[config.mk]
export PLATFORM = sky130hd
export DESIGN_NAME = dsss_biphase_spreader
export DESIGN_NICKNAME = d
export VERILOG_FILES = /design/src/rtl/dsss_pkg.sv /design/src/rtl/dsss_rate_gen.sv /design/src/rtl/dsss_pn_lfsr.sv /design/src/rtl/dsss_spread_mod.sv /design/src/rtl/dsss_biphase_spreader.sv
export SDC_FILE = /design/constraint.sdc
export NUM_CORES = 1
export LEC_CHECK = 0
export CAP_MARGIN = 10
export CORE_MARGIN = 8
export CORE_UTILIZATION = 56
export CTS_BUF_LIST = sky130_fd_sc_hd__clkbuf_4
export CTS_CLUSTER_SIZE = 40
export DETAILED_ROUTE_END_ITERATION = 6
export GPL_TIMING_DRIVEN = 1
export PLACE_DENSITY = 0.85
export SETUP_SLACK_MARGIN = 0.2
export SYNTH_ARGS = -nofsm -noshare
export SYNTH_HDL_FRONTEND = slang
export SYNTH_HIERARCHICAL = 1
export SYNTH_SLANG_ARGS = --single-unit
[constraint.sdc]
create_clock -name clk -period 4 [get_ports clk]
set_input_delay 0.8 -clock clk [delete_from_list [all_inputs] [get_ports clk]]
set_output_delay 0.8 -clock clk [all_outputs]
set_load 0.1 [all_outputs]
[src/rtl/dsss_pkg.sv]
package dsss_pkg;
  // eight modulator steps form one chip
  localparam int PHASE_W = 3;
  typedef logic [PHASE_W-1:0] phase_t;

  typedef struct packed {
    logic chip_en;
    logic bit_en;
    logic mod_fast;
    logic mod_slow;
  } rate_t;
endpackage

[src/rtl/dsss_rate_gen.sv]
module dsss_rate_gen
  import dsss_pkg::*;
#(
  parameter int STEP_DIV      = 4,
  parameter int CHIPS_PER_BIT = 64
) (
  input  logic  clk,
  input  logic  rst,
  output rate_t rate
);
  localparam int CW = (CHIPS_PER_BIT > 1) ? $clog2(CHIPS_PER_BIT) : 1;
  localparam phase_t LAST_PHASE = '1;

  logic          tick;
  phase_t        phase;
  logic [CW-1:0] chip_cnt;
  logic          chip_last;

  generate
    if (STEP_DIV == 1) begin : g_nodiv
      assign tick = 1'b1;
    end else begin : g_div
      localparam int QW = $clog2(STEP_DIV);
      logic [QW-1:0] step_cnt;
      always_ff @(posedge clk) begin
        if (rst) step_cnt <= '0;
        else if (step_cnt == QW'(STEP_DIV - 1)) step_cnt <= '0;
        else step_cnt <= step_cnt + 1'b1;
      end
      assign tick = (step_cnt == QW'(STEP_DIV - 1));
    end
  endgenerate

  assign chip_last = tick && (phase == LAST_PHASE);

  always_ff @(posedge clk) begin
    if (rst) begin
      phase    <= '0;
      chip_cnt <= '0;
    end else begin
      if (tick) phase <= phase + 1'b1;
      if (chip_last) begin
        if (chip_cnt == CW'(CHIPS_PER_BIT - 1)) chip_cnt <= '0;
        else chip_cnt <= chip_cnt + 1'b1;
      end
    end
  end

  assign rate.chip_en  = chip_last;
  assign rate.bit_en   = chip_last && (chip_cnt == CW'(CHIPS_PER_BIT - 1));
  assign rate.mod_fast = phase[0];
  assign rate.mod_slow = phase[1];


  phase_hold_chk: assert property (@(posedge clk) disable iff (rst)
    !tick |=> $stable(phase));


  chip_single_chk: assert property (@(posedge clk) disable iff (rst)
    rate.chip_en |=> !rate.chip_en);


  bit_wrap_chk: assert property (@(posedge clk) disable iff (rst)
    rate.bit_en |=> (chip_cnt == '0));
endmodule

[src/rtl/dsss_pn_lfsr.sv]
module dsss_pn_lfsr #(
  parameter int              LFSR_W     = 15,
  parameter int              SECOND_TAP = 14,
  parameter logic [LFSR_W-1:0] SEED     = LFSR_W'(1)
) (
  input  logic clk,
  input  logic rst,
  input  logic step,
  output logic chip
);
  logic [LFSR_W-1:0] state;
  logic              feedback;

  assign feedback = state[LFSR_W-1] ^ state[SECOND_TAP-1];
  assign chip     = state[LFSR_W-1];

  always_ff @(posedge clk) begin
    if (rst) state <= SEED;
    else if (step) state <= {state[LFSR_W-2:0], feedback};
  end


  lfsr_live_chk: assert property (@(posedge clk) disable iff (rst)
    state != '0);


  lfsr_hold_chk: assert property (@(posedge clk) disable iff (rst)
    !step |=> $stable(state));
endmodule

[src/rtl/dsss_spread_mod.sv]
module dsss_spread_mod
  import dsss_pkg::*;
(
  input  logic  clk,
  input  logic  rst,
  input  rate_t rate,
  input  logic  pn_chip,
  input  logic  data_i,
  output logic  chip_en_o,
  output logic  bit_en_o,
  output logic  mod_fast_o,
  output logic  mod_slow_o,
  output logic  pn_o,
  output logic  spread_o,
  output logic  mod_pn_o,
  output logic  mod_spread_o
);
  logic data_bit;
  logic spread_c;

  assign spread_c = data_bit ^ pn_chip;

  always_ff @(posedge clk) begin
    if (rst) begin
      data_bit     <= 1'b0;
      chip_en_o    <= 1'b0;
      bit_en_o     <= 1'b0;
      mod_fast_o   <= 1'b0;
      mod_slow_o   <= 1'b0;
      pn_o         <= 1'b0;
      spread_o     <= 1'b0;
      mod_pn_o     <= 1'b0;
      mod_spread_o <= 1'b0;
    end else begin
      if (rate.bit_en) data_bit <= data_i;
      chip_en_o    <= rate.chip_en;
      bit_en_o     <= rate.bit_en;
      mod_fast_o   <= rate.mod_fast;
      mod_slow_o   <= rate.mod_slow;
      pn_o         <= pn_chip;
      spread_o     <= spread_c;
      mod_pn_o     <= pn_chip ^ rate.mod_slow;
      mod_spread_o <= spread_c ^ rate.mod_slow;
    end
  end


  data_hold_chk: assert property (@(posedge clk) disable iff (rst)
    !rate.bit_en |=> $stable(data_bit));


  biphase_chk: assert property (@(posedge clk) disable iff (rst)
    (mod_pn_o == (pn_o ^ mod_slow_o)) && (mod_spread_o == (spread_o ^ mod_slow_o)));


  chip_steady_chk: assert property (@(posedge clk) disable iff (rst)
    (!chip_en_o && !$past(rst)) |=> ($stable(pn_o) && $stable(spread_o)));
endmodule

[src/rtl/dsss_biphase_spreader.sv]
module dsss_biphase_spreader
  import dsss_pkg::*;
#(
  parameter int                LFSR_W        = 15,
  parameter int                SECOND_TAP    = 14,
  parameter logic [LFSR_W-1:0] SEED          = LFSR_W'(1),
  parameter int                STEP_DIV      = 4,
  parameter int                CHIPS_PER_BIT = 64
) (
  input  logic clk,
  input  logic rst,
  input  logic data_i,
  output logic chip_en_o,
  output logic bit_en_o,
  output logic mod_fast_o,
  output logic mod_slow_o,
  output logic pn_o,
  output logic spread_o,
  output logic mod_pn_o,
  output logic mod_spread_o
);
  rate_t rate;
  logic  pn_chip;

  dsss_rate_gen #(
    .STEP_DIV      (STEP_DIV),
    .CHIPS_PER_BIT (CHIPS_PER_BIT)
  ) u_rate (
    .clk  (clk),
    .rst  (rst),
    .rate (rate)
  );

  dsss_pn_lfsr #(
    .LFSR_W     (LFSR_W),
    .SECOND_TAP (SECOND_TAP),
    .SEED       (SEED)
  ) u_pn (
    .clk  (clk),
    .rst  (rst),
    .step (rate.chip_en),
    .chip (pn_chip)
  );

  dsss_spread_mod u_mod (
    .clk          (clk),
    .rst          (rst),
    .rate         (rate),
    .pn_chip      (pn_chip),
    .data_i       (data_i),
    .chip_en_o    (chip_en_o),
    .bit_en_o     (bit_en_o),
    .mod_fast_o   (mod_fast_o),
    .mod_slow_o   (mod_slow_o),
    .pn_o         (pn_o),
    .spread_o     (spread_o),
    .mod_pn_o     (mod_pn_o),
    .mod_spread_o (mod_spread_o)
  );
endmodule

=== Yosys cells after proc, flatten, opt, wreduce, memory -nomap -nowiden ===
Cells that the tools add are included.

* Input bits: 3
* Word-level logic and storage cells: 27
* Output and inout bits: 8
* Register bits: 35

* Mux-type cells: 1
* Reduce and logical (&&, ||, !) cells: 3
* Equality and inequality tests: 3
* $add $sub $neg: 3
* Bitwise gates (word level): 4

{| class="wikitable"
|+ Operators with widths
! operator !! number
|-
| 6-bit by 1-bit adder with 6-bit output (second input constant) || 1
|-
| 6-bit == test (second input constant) || 1
|-
| 6-bit two-way mux || 1
|-
| 1-bit bitwise XOR || 4
|-
| 3-bit by 1-bit adder with 3-bit output (second input constant) || 1
|-
| 3-bit == test (second input constant) || 1
|-
| 2-bit by 1-bit adder with 2-bit output (second input constant) || 1
|-
| 2-bit == test (second input constant) || 1
|-
| 1-bit logical AND || 2
|-
| 2-bit OR reduction || 1
|}

=== Longest topological paths before layout ===
Gate-level depths: netlist of run 1.

* Depth after elaboration: 3
* Gate-level depth with buffers: 9
* Gate-level depth less buffers: 6

=== By module ===
Netlist of run 1, hierarchy kept.

{| class="wikitable"
|+ By module, submodules not included
! module !! instances !! area each (sq um) !! seq. area each (sq um) !! cells each
|-
| dsss_pn_lfsr || 1 || 558.0 || 300.3 || 51
|-
| dsss_rate_gen || 1 || 526.8 || 220.2 || 58
|-
| dsss_spread_mod || 1 || 279.0 || 180.2 || 24
|}

=== Worst setup path after synthesis of run 1 ===
Ideal clock, no wire load.

* Path type: flip-flop to output port
* From: register u_mod.bit_en_o
* To: output port bit_en_o
* Arrival: 909 ps
* Stages on the path, launching flop included: 1
* Slack: 2291 ps
* Path buffers: 0
* Required time: 3200 ps
* Path through: dfxtp_1

{| class="wikitable"
|+ RTL lines
! element !! RTL line !! text
|-
| from (decl) || dsss_spread_mod.sv:10 || <nowiki>output logic bit_en_o,</nowiki>
|-
| from (signal assigned) || dsss_spread_mod.sv:37 || <nowiki>bit_en_o <= rate.bit_en;</nowiki>
|-
| to (decl) || dsss_biphase_spreader.sv:14 || <nowiki>output logic bit_en_o,</nowiki>
|}

No word-level cell between the ends.

=== Worst setup path after layout of run 1 ===
* From: register u_mod.mod_fast_o
* To: output port mod_fast_o

{| class="wikitable"
|+ RTL lines
! element !! RTL line !! text
|-
| from (decl) || dsss_spread_mod.sv:11 || <nowiki>output logic mod_fast_o,</nowiki>
|-
| from (signal assigned) || dsss_spread_mod.sv:38 || <nowiki>mod_fast_o <= rate.mod_fast;</nowiki>
|-
| to (decl) || dsss_biphase_spreader.sv:15 || <nowiki>output logic mod_fast_o,</nowiki>
|}

No word-level cell between the ends.

==> results of run 1 <==
[per-layer routing]
| metal | up-vias | global-route usage (%) | part of all wire, % |
|---|---|---|---|
| li1 | 458 | - | - |
| met1 | 424 | 11.2 | 46 |
| met2 | 18 | 16.0 | 45 |
| met3 | 5 | 5.78 | 6.6 |
| met4 | 0 | 7.36 | 1.8 |
| met5 | - | 0 | 0 |
[cell usage after synthesis, types with 3 or more instances]
library cell   n
dfxtp_1       35
nor2_1        23
mux2i_1       17
nand2_1        6
nand3_1        5
nor2b_1        5
ha_1           4
xnor2_1        4
a21oi_1        3
a31oi_1        3
buf_4          3
inv_1          3
or3_1          3
[power by group through the flow]
stage	clock network (uW)	registers (uW)	logic, uW
floorplan	0	370	17.9
global placement	0	366	24.3
detailed placement	0	367	26.0
CTS	174	359	26.0
global route	193	360	28.3
finish	168	359	25.7
[metrics by stage]
stage / hold slack [ps] / total power [uW] / util, % / instances
after floorplan: 404 / 388 / - / 133
after global placement: 412 / 391 / 59.7 / 164
after detailed placement: 427 / 393 / 59.7 / 164
after CTS: 440 / 559 / 61.6 / 171
after global routing: 465 / 581 / 61.6 / 171
final: 434 / 553 / 61.6 / 171
[final cells by class]
| type | count | area share (%) |
|---|---|---|
| Clock buffer | 5 | 2.55 |
| Clock inverter | 2 | 0.595 |
| Inverter | 3 | 0.765 |
| Multi-Input combinational cell | 85 | 38.6 |
| Sequential cell | 35 | 47.6 |
| Tap cell | 30 | 2.55 |
| Timing Repair Buffer | 11 | 7.31 |
[cells by family after synthesis]
group                    after synthesis
flip-flops                            35
adder cells (fa/ha/maj)                4
AND/OR/NAND/NOR                       48
AO/OA/AOI/OAI                         10
multiplexers                          18
XOR/XNOR                               5
buffers and inverters                 13
[sequential cells by signal (all words and copies together) (netlist names)]
name / count
u_rate/phase: 3
u_mod/mod_fast_o: 1
u_mod/spread_o: 1
u_mod/mod_slow_o: 1
u_pn/state: 15
u_mod/mod_pn_o: 1
u_rate/chip_cnt: 6
u_mod/bit_en_o: 1
u_rate/g_div.step_cnt: 2
u_mod/pn_o: 1
u_mod/mod_spread_o: 1
u_mod/chip_en_o: 1
u_mod/data_bit: 1
[final timing paths]
| kind | cells after the start | end | slack, ps |
|---|---|---|---|
| worst min register to register | 1 | u_rate/g_div.step_cnt[0]$_SDFF_PP0_ | 430 |
| worst max register to register | 6 | u_pn/state[1]$_SDFFE_PP0P_ | 1970 |
| worst max-delay path | 1 | mod_fast_o | 1400 |
| worst min-delay path | 1 | u_rate/g_div.step_cnt[0]$_SDFF_PP0_ | 430 |
==> out/metrics.csv, run 1 <==
stage;metric;value;unit
worst_setup_path;critical path arrival;1800;ps
min_path;min-delay src;u_rate/g_div.step_cnt[0]$_SDFF_PP0_;
die;Core Area;0.00239;mm2
power_and_ir_drop;combinational share of power;4.6;%
worst_setup_path;worst r2r src;u_rate/phase[1]$_SDFFE_PP0P_;
power_and_ir_drop;PwrDens;376;mW/mm2
placement;Detailed Place HPWL;1.49;mm
sta;maximum clock frequency;0.385;GHz
placement;Place WS;1750;ps
clock_network;H-Tree Depth;2;
grt;antenna violations before repair;0;
sta;Setup TNS Final;0;ps
synthesis;Compound-Gate Fraction of Synth Area;4.68;%
synthesis;FF+latch count, synth;35;
sta;slew margin rel.;34.6;%
synthesis;Syn Inst Count;133;
synthesis;part of the Yosys area used for sequential elements;51.4;%
clock_network;Clock Tree Buf Depth;2;
grt;GRT overflow;0;
synthesis;Post-Synth Adder-Cell Area;3.67;%
power_and_ir_drop;Int Pwr;426;uW
final_layout;register area;701;um2
final_layout;proportion of layout cells with a drive suffix above 1;7.09;%
synthesis;syn_nets;140;
synthesis;distinct cell type count after synthesis;28;
synthesis;Post-synth EDFFs;0;
placement;Placement Cell Area;0.00143;mm2
route;Pre-antenna DRT Iters;4;
sta;final-report hold violation count;0;
job;max_cap viols;0;
synthesis;Syn Area/Cell;10.3;um2
synthesis;Yosys top cell area share;51.4;%
final_layout;most common cell after layout, fill and taps aside;dfxtp_1;
clock_network;CTS resizes;0;
power_and_ir_drop;NetSw;127;uW
power_and_ir_drop;Seq pwr share;64.9;%
clock_network;Clock Latency Late Sink;330;ps
synthesis;multiplexer share of the synthesized area;13.3;%
clock_network;setup repair bufs after CTS;0;
sta;final worst slack;1400;ps
worst_setup_path;crit path from;u_mod/mod_fast_o$_SDFF_PP0_;
route;Via density;5.29;
final_layout;most frequent cells in the layout;35 x dfxtp_1, 23 x nor2_1, 17 x mux2i_1, 10 x clkdlybuf4s50_1, 6 x nand2_1;
final_layout;# diodes;0;
die;io pins;11;
worst_setup_path;Crit path max-delay family;buffers and inverters;
power_and_ir_drop;clock network fraction of total power;30.5;%
sta;Layout Skew;8.72;ps
worst_setup_path;crit-path cells;clkdlybuf4s50_1;
power_and_ir_drop;Max VDD drop;0.000284;V
power_and_ir_drop;Static Leak;0.000525;uW
route;wire length per cell;12.0;um
route;DRT Wirelength;2.04;mm
grt;Global Route Usage Sum;10.6;%
final_layout;fill cell count;200;
worst_setup_path;Setup crit end kind;output port;
route;DRT iter0 DRCs;46;
min_path;Hold WC Path Type;flip-flop to flip-flop;
synthesis;fraction of registers with async set/reset;0;%
power_and_ir_drop;net switching share of the total power;22.9;%
final_layout;post-route cell area;0.00147;mm2
synthesis;Synth area leader;dfxtp_1;
final_layout;Area Growth Syn to Fin;7.89;%
synthesis;largest cells by area after synthesis;dfxtp_1 51%, mux2i_1 12%, nor2_1 6.3%;
sta;endpoints failing setup;0;
sta;max-slew violations;0;
synthesis;largest family of logic cells by synthesized area;simple AND/OR/NAND/NOR gates;
synthesis;Synth Area in XOR/XNOR;3.21;%
route;DR vias;905;
worst_setup_path;Critical-path top delay cell;clkdlybuf4s50_1;
clock_network;clk root buf;clkbuf_4;
sta;Tcrit/Tclk final;65.0;%
final_layout;multi-input logic area;568;um2
die;die width;65.4;um
die;Row Count;18;
final_layout;NumNets Final;148;
synthesis;Post-synth top flop;dfxtp_1;
die;Die Area;0.00427;mm2
route;number of routed nets with antenna violations;0;
clock_network;CTS tree;done;
die;Initial Util;57.1;%
sta;Period minus WS final;2600;ps
worst_setup_path;CP Launch Type;flip-flop;
die;Die Height;65.4;um
grt;first-pass GRT wire length;3.50;mm
worst_setup_path;CP bufs+invs;1;
clock_network;Clock transition at path regs;100;ps
sta;RSZ-0062 raised after global routing;no;
grt;pin count of the biggest net entering global routing;21;
sta;Worst-Margin Slew;978;ps
placement;port bufs;10;
placement;RePlAce Congestion;0.770;
worst_setup_path;CP Max Fanout;1;
route;DRC viols;0;
clock_network;cts bufs inserted;5;
worst_setup_path;Worst EP required;3200;ps
worst_setup_path;crit-path max cell delay;1140;ps
clock_network;CTS Sinks;35;
worst_setup_path;critical path class;flip-flop to output port;
clock_network;CTS Hold Buffers Added;0;
synthesis;Simple-Gate Fraction of Synth Area;16.8;%
synthesis;Post-Syn Area;0.00136;mm2
run_status;status;finished, final reports clean;
grt;via count of the first global-routing pass;830;
synthesis;Ys Warns;6;
Note: power is estimated with default switching activity, not from simulation.
==> run 2, diff against run 1 <==
CORE_UTILIZATION = 53   (was 56)
clock period = 2.3 ns   (was 4 ns; I/O delays follow)
==> out/metrics.csv, run 2 (synthesis gave the netlist of run 1 again) <==
stage;metric;value;unit
run_status;status;finished, final reports clean;
sta;final-report hold violation count;0;
route;Via density;5.21;
route;DRT Wirelength;2.16;mm
sta;slew margin rel.;69.4;%
clock_network;CTS Hold Buffers Added;0;
final_layout;max reg flops;15;
worst_setup_path;crit-path cells;ha_1 -> ha_1 -> nand2_2 -> inv_1 -> buf_4 -> mux2i_1 -> nor2_1;
route;Pre-antenna DRT Iters;4;
clock_network;CTS tree;done;
final_layout;Area Growth Syn to Fin;8.35;%
grt;first-pass GRT wire length;3.71;mm
clock_network;Clock Latency Late Sink;330;ps
grt;pin count of the biggest net entering global routing;18;
route;DRT iter0 DRCs;91;
sta;maximum clock frequency;0.582;GHz
die;die width;66.7;um
worst_setup_path;Worst EP required;2520;ps
clock_network;H-Tree Depth;2;
sta;Layout Skew;3.93;ps
worst_setup_path;CP Max Fanout;17;
power_and_ir_drop;Max VDD drop;0.000537;V
final_layout;# diodes;0;
die;Initial Util;55.6;%
grt;antenna violations before repair;0;
final_layout;most frequent cells in the layout;35 x dfxtp_1, 23 x nor2_1, 17 x mux2i_1, 11 x buf_4, 7 x clkbuf_4;
final_layout;Reg with most FFs;u_pn/state;
worst_setup_path;Setup crit end kind;flip-flop;
clock_network;setup repair bufs after CTS;0;
die;io pins;11;
route;DRC viols;0;
grt;GRT overflow;0;
clock_network;Clock transition at path regs;100;ps
route;number of routed nets with antenna violations;0;
worst_setup_path;CP bufs+invs;2;
power_and_ir_drop;Static Leak;0.000560;uW
die;Die Area;0.00445;mm2
worst_setup_path;critical path class;flip-flop to flip-flop;
power_and_ir_drop;PwrDens;678;mW/mm2
final_layout;Largest regs;u_pn/state (15), u_rate/chip_cnt (6), u_rate/phase (3);
sta;Tcrit/Tclk final;74.7;%
sta;Worst-Margin Slew;459;ps
final_layout;NumNets Final;150;
worst_setup_path;CP Launch Type;flip-flop;
final_layout;fill cell count;217;
clock_network;CTS resizes;0;
min_path;Hold WC Path Type;flip-flop to flip-flop;
final_layout;Non-Filler Instances;174;
die;Core Area;0.00245;mm2
placement;port bufs;10;
route;DR vias;906;
grt;via count of the first global-routing pass;874;
sta;RSZ-0062 raised after global routing;no;
sta;Setup TNS Final;0;ps
sta;endpoints failing setup;0;
placement;RePlAce Congestion;0.851;
grt;Global Route Usage Sum;11.0;%
route;wire length per cell;12.4;um
worst_setup_path;critical path arrival;1930;ps
sta;Period minus WS final;1720;ps
placement;Detailed Place HPWL;1.53;mm
placement;Placed Cells incl. Taps;166;
clock_network;clk root buf;clkbuf_4;
final_layout;proportion of layout cells with a drive suffix above 1;15.3;%
sta;max-slew violations;0;
job;max_cap viols;0;
final_layout;Final Util;60.2;%
worst_setup_path;Crit path max-delay family;adder cells;
clock_network;cts bufs inserted;5;
die;Row Count;18;
clock_network;CTS Sinks;35;
worst_setup_path;Most common cell on crit path;ha_1;
die;Die Height;66.7;um
worst_setup_path;crit-path max cell delay;400;ps
clock_network;Clock Tree Buf Depth;2;
worst_setup_path;Critical-path top delay cell;dfxtp_1;
final_layout;most common cell after layout, fill and taps aside;dfxtp_1;
## run 2: worst paths after layout
kind / cells after the start / slack, ps / from / to
setup / recovery: 7 / 580 / u_rate/phase[1]$_SDFFE_PP0P_ / u_pn/state[14]$_SDFFE_PP0P_
hold / removal: 1 / 430 / u_rate/g_div.step_cnt[0]$_SDFF_PP0_ / u_rate/g_div.step_cnt[0]$_SDFF_PP0_
setup reg to reg: 7 / 580 / u_rate/phase[1]$_SDFFE_PP0P_ / u_pn/state[14]$_SDFFE_PP0P_
hold reg to reg: 1 / 430 / u_rate/g_div.step_cnt[0]$_SDFF_PP0_ / u_rate/g_div.step_cnt[0]$_SDFF_PP0_
## run 2: worst reg2reg max path, stage by stage (launching register included)
cell and delay, ps:
dfxtp_1 400, ha_1 170, ha_1 270, nand2_2 140
inv_1 90, buf_4 260, mux2i_1 230, nor2_1 50
## run 2: stage by stage
stage | hold WS, ps | worst slack (ps) | cell area [um2] | total power, uW
2_1_floorplan | 404 | 688 | 1360 | 674
4_1_cts | 436 | 585 | 1480 | 1020
3_3_place_gp | 414 | 652 | 1420 | 681
3_5_place_dp | 422 | 593 | 1420 | 684
5_1_grt | 472 | 429 | 1480 | 1060
6_report | 434 | 582 | 1480 | 1000
## run 2: layer usage
metal	global-route usage, %	vias up	wire [um]
met2	16.7	20	934
met5	0	-	0
met4	6.40	0	46
li1	-	467	-
met1	11.9	413	1010
met3	5.70	6	162
## run 2: final cells by class
class / instances / area, um2 / area share [%]
sequential: 35 / 701 / 47.4
multi-input combinational: 85 / 568 / 38.4
timing repair buffer: 13 / 103 / 6.94
clock buffer: 7 / 52.6 / 3.56
tap: 30 / 37.5 / 2.54
inverter: 3 / 11.3 / 0.762
clock inverter: 1 / 5.00 / 0.339
## run 2: power by group
part	switching, uW	internal, uW	total, uW
Sequential	7.93	616	624
Combinational	27.4	17.8	45.2
Clock	190	143	332
